$ cat src/rtl/xrot_pkg.sv
`timescale 1ns/1ps
package xrot_pkg;

  // Modular index into a word of n bits; handles negative offsets.
  function automatic int wrap_idx(input int a, input int n);
    int r;
    r = a % n;
    if (r < 0) r = r + n;
    return r;
  endfunction

  // Which rotation amount connects input bit src to output bit dst.
  function automatic int diag_of(input int dst, input int src, input int n);
    return wrap_idx(src - dst, n);
  endfunction

  // Width of a count that spans n values.
  function automatic int cnt_bits(input int n);
    return (n > 1) ? $clog2(n) : 1;
  endfunction

endpackage

$ cat src/rtl/rot_count_decoder.sv
`timescale 1ns/1ps
module rot_count_decoder #(
  parameter int N  = 8,
  parameter int CW = 3
) (
  input  logic [CW-1:0] amt,
  output logic [N-1:0]  sel
);
  // One select line per rotation amount.
  for (genvar k = 0; k < N; k++) begin : g_line
    assign sel[k] = (amt == CW'(k));
  end
endmodule

$ cat src/rtl/rot_crosspoint_grid.sv
`timescale 1ns/1ps
module rot_crosspoint_grid #(
  parameter int N = 8
) (
  input  logic [N-1:0]        data,
  input  logic [N-1:0]        sel,
  output logic [N-1:0][N-1:0] en,    // en[dst][src]
  output logic [N-1:0][N-1:0] term   // gated input bit at each crosspoint
);
  import xrot_pkg::*;

  for (genvar j = 0; j < N; j++) begin : g_col
    for (genvar i = 0; i < N; i++) begin : g_row
      localparam int K = diag_of(j, i, N);
      assign en[j][i]   = sel[K];
      assign term[j][i] = data[i] & en[j][i];
    end
  end
endmodule

$ cat src/rtl/rot_output_merge.sv
`timescale 1ns/1ps
module rot_output_merge #(
  parameter int N = 8
) (
  input  logic [N-1:0][N-1:0] term,
  output logic [N-1:0]        y
);
  // Wired-OR replacement: each output column ORs its crosspoint terms.
  for (genvar j = 0; j < N; j++) begin : g_out
    assign y[j] = |term[j];
  end
endmodule

$ cat src/rtl/xbar_rotator.sv
`timescale 1ns/1ps
module xbar_rotator #(
  parameter int WIDTH = 8,
  localparam int CW   = xrot_pkg::cnt_bits(WIDTH)
) (
  input  logic [WIDTH-1:0] data_i,
  input  logic [CW-1:0]    amt_i,
  output logic [WIDTH-1:0] data_o
);
  // Named internal events for the checker.
  logic [WIDTH-1:0]            amt_sel;
  logic [WIDTH-1:0][WIDTH-1:0] xp_en;
  logic [WIDTH-1:0][WIDTH-1:0] xp_term;

  rot_count_decoder #(.N(WIDTH), .CW(CW)) u_dec (
    .amt (amt_i),
    .sel (amt_sel)
  );

  rot_crosspoint_grid #(.N(WIDTH)) u_grid (
    .data (data_i),
    .sel  (amt_sel),
    .en   (xp_en),
    .term (xp_term)
  );

  rot_output_merge #(.N(WIDTH)) u_merge (
    .term (xp_term),
    .y    (data_o)
  );
endmodule

$ cat config.mk
export PLATFORM = sky130hd
export DESIGN_NAME = xbar_rotator
export DESIGN_NICKNAME = d
export VERILOG_FILES = /design/src/rtl/xrot_pkg.sv /design/src/rtl/rot_count_decoder.sv /design/src/rtl/rot_crosspoint_grid.sv /design/src/rtl/rot_output_merge.sv /design/src/rtl/xbar_rotator.sv
export SDC_FILE = /design/constraint.sdc
export NUM_CORES = 1
export LEC_CHECK = 0
export ABC_AREA = 1
export BUFFER_PORTS_ARGS = -buffer_cell sky130_fd_sc_hd__buf_2
export CORE_UTILIZATION = 57
export DETAILED_ROUTE_END_ITERATION = 8
export PLACE_DENSITY_LB_ADDON = 0.25
export SYNTH_ARGS = -nofsm -noshare
export SYNTH_HDL_FRONTEND = slang
export SYNTH_HIERARCHICAL = 1
export SYNTH_SLANG_ARGS = --single-unit
export TNS_END_PERCENT = 5
$ cat constraint.sdc
create_clock -name vclk -period 1.4
set_clock_uncertainty 0.15 [all_clocks]
set_input_delay 0.21 -clock vclk [all_inputs]
set_output_delay 0.21 -clock vclk [all_outputs]
set_load 0.005 [all_outputs]
==> reports/qor.yml <==
status: "complete, but fails checks"
violations: "negative setup slack"
dr.pass1.iters: 5
ant_nets: 0
setup_viol: 8
relSlewSlack: 0.747
initial_core_util: 0.611
num_io_pins: 19
fin_crit_sh: 1.17
dpl_worst_slack_ns: -0.236
dp_hpwl_mm: 1.72
setup_tns_ns: -1.21
power_density_nw_per_um2: 213
yosysWarnings: 6
synthesis.area_um2: 1070
nFillCells: 194
grt_max_degree: 9
via_count: 1341
hold_viol: 0
max_freq_mhz: 609
cp.required_ns: 1.04
drt-initial-drc-count: 62
whs_path_depth: 8
multiInputGateArea_um2: 563
cts-hold-fix-buffers: 0
totalWireLength_mm: 2.83
syn2layout_area_growth_pct: 19.6
seq_cell_count: 0
dieHeight_um: 45.3
slew_violations: 0
path_buf_inv: 7
maxCapViolCount: 0
worst_slack_ns: -0.243
syn_inst: 279
critPathArrivalTime_ns: 1.28
nNetsFinal: 301
crit_path_frequent_cell: "nand2_1"
syn-num-nets: 290
rsz0062_at_grt: "true"
grt_pass1_vias: 958
cp_max_fo: 8
ir_worst_vdd_mv: 0.193
port_buffers: 19
wl_per_cell_um: 9.04
post_drt_via_cell_ratio: 4.28
design.core.area_um2: 1750
grt_pass1_wl_mm: 4.09
grt_antenna_before_repair: 0
gp_congestion: 0.875
placementRows: 15
cp-end-kind: "primary output"
seqCellArea_um2: 0
min_period_ns: 1.64
dieArea_um2: 2050
crit_family: "buffers and inverters"
tightest_slew_ns: 0.379
critPathLaunch: "amt_i[2]"
critPathLaunchType: "primary input"
grt-ovfl-total: 0
die_w_um: 45.3
hold_path_class: "primary input to primary output"
worstSetupPathDepth: 12
critPathCapture: "data_o[3]"
power_leakage_nw: 1.18
grt_use_total: 0.270
max_stage_delay_ns: 0.15
n_clock_buffer: 0
drive_gt1_frac: 0.135
crit_slowest_cell: "buf_4"
drc: 0
crit_chain: "buf_4 > inv_4 > buf_6 > nor2_4 > buf_6 > nand2_1 > inv_1 > inv_1 > nand2_1 > nor2_1 > nand2_1 > buf_2"
antenna_cells: 0
crit_type: "primary input to primary output"
syn_avg_cell_area_um2: 3.83
cts_setup_buffers: 0
## power breakdown
group | switching [mW] | total, mW | leakage [nW] | internal, mW
clock | 0 | 0 | 0 | 0
sequential | 0 | 0 | 0 | 0
combinational | 0.165 | 0.272 | 1.18 | 0.107
## cells in the final DEF, fill, tap and decap left out
cell type  count
buf_4          1
inv_6          2
buf_6          8
nand2_1      105
buf_2         16
inv_1        128
nand2_4        3
inv_4          1
nor2_4         5
nor2_2         3
nor2_1        16
## timing repair
action / 4_1_cts / 5_1_grt
endpoints found under the setup margin: 8 / 8
pin swaps: 12 / 6
resized for setup: 19 / 16
## through the flow
stage,cell area (um2),power [mW],hold WS [ns],util,std cells
floorplan,1070,0.155,0.653,-,279
global placement,1180,0.227,0.796,0.677,316
detailed placement,1180,0.229,0.798,0.677,316
CTS,1230,0.246,0.799,0.703,314
global route,1280,0.301,0.851,0.731,313
finish,1280,0.272,0.802,0.731,313
## layout make-up
type / count / area share
inverter: 131 / 0.395
multi-input combinational: 132 / 0.441
timing repair buffer: 25 / 0.139
tap: 25 / 0.0245
## layer usage
| metal | track usage | vias up | part of all wire |
|---|---|---|---|
| li1 | - | 709 | - |
| met1 | 0.343 | 579 | 0.38 |
| met2 | 0.499 | 47 | 0.53 |
| met3 | 0.0160 | 6 | 0.063 |
| met4 | 0.0485 | 0 | 0.022 |
| met5 | 0 | - | 0 |
## worst min-delay path by stage
stage,from,to,slack [ns]
after floorplan,data_i[3],data_o[0],0.65
after global placement,data_i[3],data_o[5],0.80
after detailed placement,data_i[3],data_o[5],0.80
after CTS,data_i[3],data_o[5],0.80
after global routing,data_i[3],data_o[5],0.85
final,data_i[3],data_o[5],0.80
No activity file was read; power rests on OpenSTA's default activity.
